## config.mk

```make
export PLATFORM = sky130hd
export DESIGN_NAME = accu_core
export DESIGN_NICKNAME = d
export VERILOG_FILES = /design/src/rtl/accu_pkg.sv /design/src/rtl/accu_alu.sv /design/src/rtl/accu_ctrl.sv /design/src/rtl/accu_core.sv
export SDC_FILE = /design/constraint.sdc
export NUM_CORES = 1
export LEC_CHECK = 0
export BUFFER_PORTS_ARGS = -buffer_cell sky130_fd_sc_hd__buf_2
export CORE_UTILIZATION = 35
export CTS_CLUSTER_DIAMETER = 120
export DETAILED_ROUTE_END_ITERATION = 16
export SYNTH_ARGS = -nofsm -noshare
export SYNTH_HDL_FRONTEND = slang
export SYNTH_HIERARCHICAL = 1
export SYNTH_SLANG_ARGS = --single-unit
export TNS_END_PERCENT = 100
```

## constraint.sdc

```tcl
create_clock -name clk -period 11.9 [get_ports clk]
set_input_delay 0 -clock clk [delete_from_list [all_inputs] [get_ports clk]]
set_output_delay 0 -clock clk [all_outputs]
set_load 0.01 [all_outputs]
```

## src/rtl/accu_pkg.sv

```systemverilog
// Package: shared widths, opcode values, ALU function codes and the control
// word handed from the decoder to the datapath.
package accu_pkg;
    localparam int DATA_W = 16;
    localparam int ADDR_W = 12;
    localparam int OP_W   = DATA_W - ADDR_W;

    localparam logic [OP_W-1:0] OP_LOAD  = 4'd0;
    localparam logic [OP_W-1:0] OP_STORE = 4'd1;
    localparam logic [OP_W-1:0] OP_ADD   = 4'd2;
    localparam logic [OP_W-1:0] OP_SUB   = 4'd3;
    localparam logic [OP_W-1:0] OP_JUMP  = 4'd4;
    localparam logic [OP_W-1:0] OP_JNNEG = 4'd5;
    localparam logic [OP_W-1:0] OP_JNZ   = 4'd6;

    typedef enum logic [2:0] {
        FN_ZERO  = 3'd0,
        FN_PASSB = 3'd1,
        FN_INCB  = 3'd2,
        FN_ADD   = 3'd3,
        FN_SUB   = 3'd4
    } alu_fn_e;

    typedef struct packed {
        logic    addr_from_ir;  // address mux: operand field instead of PC
        logic    b_from_mem;    // ALU B mux: read data instead of address
        logic    acc_en;
        logic    pc_en;
        logic    ir_en;
        logic    acc_drive;     // accumulator onto write data bus
        alu_fn_e alu_fn;
        logic    req;
        logic    rnw;
        logic    next_fetch;    // phase flag for the following cycle
    } ctrl_t;
endpackage

```

## src/rtl/accu_alu.sv

```systemverilog
// Module: combinational ALU. A is the accumulator, B the selected memory
// data or zero-extended address. Assumes the caller picks the function code.
module accu_alu
    import accu_pkg::*;
#(
    parameter int W = DATA_W
) (
    input  logic [W-1:0] a,
    input  logic [W-1:0] b,
    input  alu_fn_e      fn,
    output logic [W-1:0] y
);
    // Select the result for the requested function.
    always_comb begin
        unique case (fn)
            FN_PASSB: y = b;
            FN_INCB:  y = b + 1'b1;
            FN_ADD:   y = a + b;
            FN_SUB:   y = a - b;
            default:  y = '0;
        endcase
    end
endmodule

```

## src/rtl/accu_ctrl.sv

```systemverilog
// Module: decode and control. Turns the phase flag, the opcode and the
// accumulator flags into one control word. Assumes a same-cycle memory read.
// During reset the ALU is forced to zero and loaded into PC and ACC.
module accu_ctrl
    import accu_pkg::*;
(
    input  logic            rst_n,
    input  logic            fetch_ph,
    input  logic [OP_W-1:0] opcode,
    input  logic            acc_neg,
    input  logic            acc_zero,
    output ctrl_t           ctl
);
    logic take;

    // Decide whether a jump in the instruction register is taken.
    always_comb begin
        unique case (opcode)
            OP_JUMP:  take = 1'b1;
            OP_JNNEG: take = !acc_neg;
            OP_JNZ:   take = !acc_zero;
            default:  take = 1'b0;
        endcase
    end

    // Build the control word for this cycle.
    always_comb begin
        ctl            = '0;
        ctl.rnw        = 1'b1;
        ctl.alu_fn     = FN_ZERO;
        ctl.next_fetch = fetch_ph;
        if (!rst_n) begin
            ctl.pc_en      = 1'b1;
            ctl.acc_en     = 1'b1;
            ctl.next_fetch = 1'b1;
        end else if (fetch_ph) begin
            ctl.req        = 1'b1;
            ctl.alu_fn     = FN_INCB;
            ctl.pc_en      = 1'b1;
            ctl.ir_en      = 1'b1;
            ctl.next_fetch = 1'b0;
        end else begin
            unique case (opcode)
                OP_LOAD, OP_ADD, OP_SUB: begin
                    ctl.req          = 1'b1;
                    ctl.addr_from_ir = 1'b1;
                    ctl.b_from_mem   = 1'b1;
                    ctl.acc_en       = 1'b1;
                    ctl.next_fetch   = 1'b1;
                    ctl.alu_fn       = (opcode == OP_LOAD) ? FN_PASSB :
                                       (opcode == OP_ADD)  ? FN_ADD : FN_SUB;
                end
                OP_STORE: begin
                    ctl.req          = 1'b1;
                    ctl.rnw          = 1'b0;
                    ctl.addr_from_ir = 1'b1;
                    ctl.acc_drive    = 1'b1;
                    ctl.next_fetch   = 1'b1;
                end
                OP_JUMP, OP_JNNEG, OP_JNZ: begin
                    ctl.req          = 1'b1;
                    ctl.addr_from_ir = take;
                    ctl.alu_fn       = FN_INCB;
                    ctl.pc_en        = 1'b1;
                    ctl.ir_en        = 1'b1;
                    ctl.next_fetch   = 1'b0;
                end
                default: ctl.next_fetch = 1'b0;  // stop: stay parked
            endcase
        end
    end
endmodule

```

## src/rtl/accu_core.sv

```systemverilog
// Module: top of the accumulator core. Holds PC, ACC, IR and the phase flag,
// and routes the address and ALU operand multiplexers. Assumes memory read
// data is valid in the same cycle as mem_req. Reset is synchronous, active low.
module accu_core
    import accu_pkg::*;
#(
    parameter int DW = DATA_W,
    parameter int AW = ADDR_W
) (
    input  logic          clk,
    input  logic          rst_n,
    output logic          mem_req,
    output logic          mem_rnw,
    output logic [AW-1:0] mem_addr,
    output logic [DW-1:0] mem_wdata,
    input  logic [DW-1:0] mem_rdata,
    output logic [DW-1:0] acc_q,
    output logic [AW-1:0] pc_q,
    output logic          fetch_phase
);
    localparam int OPW = DW - AW;

    ctrl_t         ctl;
    logic [DW-1:0] ir_q;
    logic [DW-1:0] alu_b;
    logic [DW-1:0] alu_y;

    accu_ctrl u_ctrl (
        .rst_n    (rst_n),
        .fetch_ph (fetch_phase),
        .opcode   (ir_q[DW-1 -: OPW]),
        .acc_neg  (acc_q[DW-1]),
        .acc_zero (acc_q == '0),
        .ctl      (ctl)
    );

    // Address mux and ALU B operand mux.
    always_comb begin
        mem_addr = ctl.addr_from_ir ? ir_q[AW-1:0] : pc_q;
        alu_b    = ctl.b_from_mem ? mem_rdata : {{OPW{1'b0}}, mem_addr};
    end

    accu_alu #(.W(DW)) u_alu (
        .a  (acc_q),
        .b  (alu_b),
        .fn (ctl.alu_fn),
        .y  (alu_y)
    );

    // Memory strobes and write data gating.
    always_comb begin
        mem_req   = ctl.req;
        mem_rnw   = ctl.rnw;
        mem_wdata = ctl.acc_drive ? acc_q : '0;
    end

    // Architectural registers; reset zero arrives through the ALU.
    always_ff @(posedge clk) begin
        if (ctl.pc_en)  pc_q  <= alu_y[AW-1:0];
        if (ctl.acc_en) acc_q <= alu_y;
        fetch_phase <= ctl.next_fetch;
    end

    // Instruction register.
    always_ff @(posedge clk) begin
        if (!rst_n)         ir_q <= '0;
        else if (ctl.ir_en) ir_q <= mem_rdata;
    end
endmodule

```

==> summary.md <==
| Metric | Value |
|---|---|
| I/O pin cnt | 77 |
| Initial Utilization | 36.0% |
| Yosys reg bits | 45 |
| Global route overflow | 0 |
| Tmin final | 5.46 ns |
| Routed WL | 11,500 microns |
| DPL Wire Length | 8820 microns |
| Worst-path maximum fanout | 12 |
| FF-to-FF End | acc_q[14]$_DFFE_PP_ |
| Die width | 108 microns |
| Post-CTS resize count | 0 |
| DP Area | 0.00435 sq mm |
| Clock sink count | 45 |
| Clock tree buffer depth | 2 |
| Crit path cell chain | nor4_1 > and4_1 > nand2_1 > nand2_1 > a21oi_2 > mux2_2 > mux2_2 > inv_1 > ha_1 > nand2b_1 > nor3_2 > nand3b_1 > o31ai_1 > xor2_1 > ha_1 > and3_1 > nand2_1 > a21oi_1 > o21ai_0 > mux2i_1 > or3_1 |
| Antenna diode count | 0 |
| Multi-input gate area | 0.00255 sq mm |
| Design area | 0.00460 sq mm |
| Vias in the first global route | 3,496 |
| Slowest-stage cell, CP | a21oi_2 |
| Family with the most delay on the worst path | simple AND/OR/NAND/NOR gates |
| CTS tree | yes |
| Mapped Cells | 446 |
| Die ar. | 0.0116 sq mm |
| Internal Pwr Total | 0.408 mW |
| Share of cells above drive strength 1 | 23.3% |
| Worst Reg2Reg Path Length in Cells | 21 |
| Slew HR | 26.6% |
| Clk pwr share | 13.7% |
| TritonRoute pass-1 iters | 5 |
| Area of the core | 0.0108 sq mm |
| Tot GR Track Use | 20.0% |
| First-pass GRT wire length | 17,900 microns |
| Cell mode on critical path | nand2_1 |
| Post-synthesis sequential area ratio | 30.3% |
| Clock Latency Late Sink | 0.31 ns |
| Max-Cap Viols | 0 |
| Max IR drop VDD | 67.9 uV |
| Most frequent cells in the layout | buf_2 (76), nor2_1 (37), nand2_1 (31), a21oi_1 (31), edfxtp_1 (28) |
| Post-synth EDFFs | 28 |
| Setup_tns | 0 ns |
| Crit-path max cell delay | 0.77 ns |
| Comb pwr share | 56.8% |
| Core Util, Final | 42.5% |
| Psw | 0.329 mW |
| Setup-failing EPs final | 0 |
| CP Depth | 21 |
| Nets@finish | 558 |
| Peak Freq | 0.183 GHz |
| Fillers | 1,119 |
| Async SR Flop Fraction | 0% |
| Synth Flop Type | edfxtp_1 |
| Leakage | 2.03 nW |
| Reg-to-Reg Start | acc_q[11]$_DFFE_PP_ |
| Root buffer cell | clkbuf_8 |
| CP endpoint kind | flop |
| Final Slew Violations | 0 |
| DR WL/cell | 17.3 microns |
| Storage cell area | 0.00118 sq mm |
| Pin count of the biggest net entering global routing | 26 |
| Drt initial violations | 247 |
| Min-Delay Endpoint | fetch_phase$_DFF_P_ |
| Yosys cell types | 61 |
| GPL Wtd Cong | 0.953 |
| HP Class | in2reg |
| Worst path bufs/invs | 1 |
| Final ANT Viol Nets | 0 |
| R2R setup slack | 6.44 ns |
| Drt via density | 5.56 |
| Num CTS Buffers | 5 |
| Syn nets | 482 |
| Final count of hold timing violations | 0 |
| RSZ-0062 raised after global routing | false |
| Switching Share | 44.6% |
| Residual DRC | 0 |
| Share of total power in sequential cells | 29.4% |
| Worst Max-Slew Pin Slew | 1.10 ns |
| Synth Cell Area | 0.00390 sq mm |
| Critical path class | reg2reg |
| Syn_area_per_cell | 8.75 sq um |
| Critical Path RT | 11.95 ns |
| Final period util | 45.9% |
| DR vias | 3,686 |
| Layout area overhead | 18.0% |
| Power Density | 160 mW/mm^2 |
| H-tree Lvls | 2 |
| Ys Warns | 6 |
| Outcome | finished, final reports clean |
| Std cell rows | 38 |
| Worst-path clk slew | 0.10 ns |
| Most common cell after layout, fill and taps aside | buf_2 |
| Die H | 108 microns |
| Crit path DAT | 5.51 ns |
| Min-delay src | rst_n |
| Number of port buffers | 76 |
| Hold Crit Depth | 2 |
| Clock Skews | 0.0126 ns |
| Antenna violations before repair | 0 |
| CP startpoint kind | flop |
worst register-to-register path, delay by kind of cell, from the launching register on:
family / cells / cell delay [ns]
multiplexers: 3 / 0.90
AND/OR/NAND/NOR: 10 / 1.65
buffers and inverters: 1 / 0.13
AO/OA/AOI/OAI: 4 / 1.31
XOR/XNOR: 1 / 0.15
adder cells (fa/ha/maj): 2 / 0.58
flip-flops: 1 / 0.48
registers in the layout (all words and copies together), names as in the netlist:
register / count
fetch_phase: 1
ir_q: 16
pc_q: 12
acc_q: 16
cell type report:
cell class                      count  share of cell area, %
Multi-Input combinational cell    362                   55.4
Sequential cell                    45                   25.7
Timing Repair Buffer               94                   12.1
Tap cell                          140                   3.81
Clock buffer                        5                   1.49
Inverter                           14                   1.14
Clock inverter                      3                  0.462
per-stage QoR:
stage	setup slack, ns	power (mW)	hold slack [ns]	instances
3_3_place_gp	6.50	0.625	0.272	639
3_5_place_dp	6.52	0.631	0.283	639
2_1_floorplan	7.35	0.523	0.128	446
4_1_cts	6.49	0.740	0.0520	663
6_report	6.44	0.737	0.0620	663
5_1_grt	6.05	0.794	0.0741	663
power groups by stage:
stage | Sequential [mW] | Combinational [mW] | Clock (mW)
final | 0.217 | 0.419 | 0.101
after global routing | 0.220 | 0.463 | 0.111
after CTS | 0.217 | 0.416 | 0.106
after detailed placement | 0.221 | 0.409 | 0
after global placement | 0.220 | 0.404 | 0
after floorplan | 0.223 | 0.300 | 0
metal layers:
layer	GRT usage, %	vias to the layer above	wire length [microns]	share of wire (%)
met5	0	-	0	0
met4	5.28	0	199	1.7
met3	2.66	16	634	5.5
met2	35.1	144	5550	48
met1	25.6	1755	5100	44
li1	-	1771	-	-
cells in the mapped netlist, types with 3 or more instances:
| master | number | area [sq um] |
|---|---|---|
| a31oi_1 | 10 | 62.6 |
| mux2i_1 | 19 | 190 |
| a21o_1 | 4 | 30.0 |
| nor2b_1 | 19 | 119 |
| buf_2 | 7 | 35.0 |
| nor2_1 | 37 | 139 |
| o22ai_1 | 3 | 18.8 |
| o211ai_1 | 4 | 30.0 |
| a21oi_1 | 32 | 160 |
| nand3_1 | 7 | 35.0 |
| clkbuf_1 | 14 | 52.6 |
| a211oi_1 | 3 | 22.5 |
| inv_1 | 14 | 52.6 |
| a22oi_1 | 5 | 37.5 |
| dfxtp_1 | 17 | 340 |
| and2_1 | 25 | 156 |
| nor3_1 | 8 | 40.0 |
| ha_1 | 17 | 213 |
| xnor2_1 | 15 | 131 |
| nand4_1 | 3 | 18.8 |
| o221ai_1 | 4 | 35.0 |
| o31ai_1 | 3 | 22.5 |
| mux2_2 | 14 | 158 |
| edfxtp_1 | 28 | 841 |
| and3_1 | 6 | 37.5 |
| o21ai_1 | 7 | 35.0 |
| xor2_1 | 9 | 78.8 |
| nor4_1 | 4 | 25.0 |
| o21ai_0 | 21 | 105 |
| mux2_4 | 10 | 150 |
| nand2_1 | 31 | 116 |
| nand2b_1 | 8 | 50.1 |
worst max path at each step:
stage	slack [ns]	start	to
6_report	6.44	acc_q[11]$_DFFE_PP_	acc_q[14]$_DFFE_PP_
5_1_grt	6.05	acc_q[1]$_DFFE_PP_	acc_q[14]$_DFFE_PP_
3_5_place_dp	6.52	acc_q[1]$_DFFE_PP_	acc_q[15]$_DFFE_PP_
4_1_cts	6.49	acc_q[11]$_DFFE_PP_	acc_q[14]$_DFFE_PP_
3_3_place_gp	6.50	acc_q[1]$_DFFE_PP_	acc_q[15]$_DFFE_PP_
2_1_floorplan	7.35	acc_q[1]$_DFFE_PP_	acc_q[14]$_DFFE_PP_
what timing repair did:
| item | CTS | global route |
|---|---|---|
| buffers inserted | 0 | 0 |
| hold buffers | 16 | 0 |
| hold endpoints to repair | 16 | 0 |
kinds of logic after synthesis:
family	synth area share, %
and+or+nand+nor	23.0
AOI/OAI and AO/OA	17.6
DFF	30.3
muxes	12.8
buffers and inverters	4.55
xor gates and xnor gates	5.81
adders and majority gates	5.97
No activity file was read; power rests on OpenSTA's default activity.
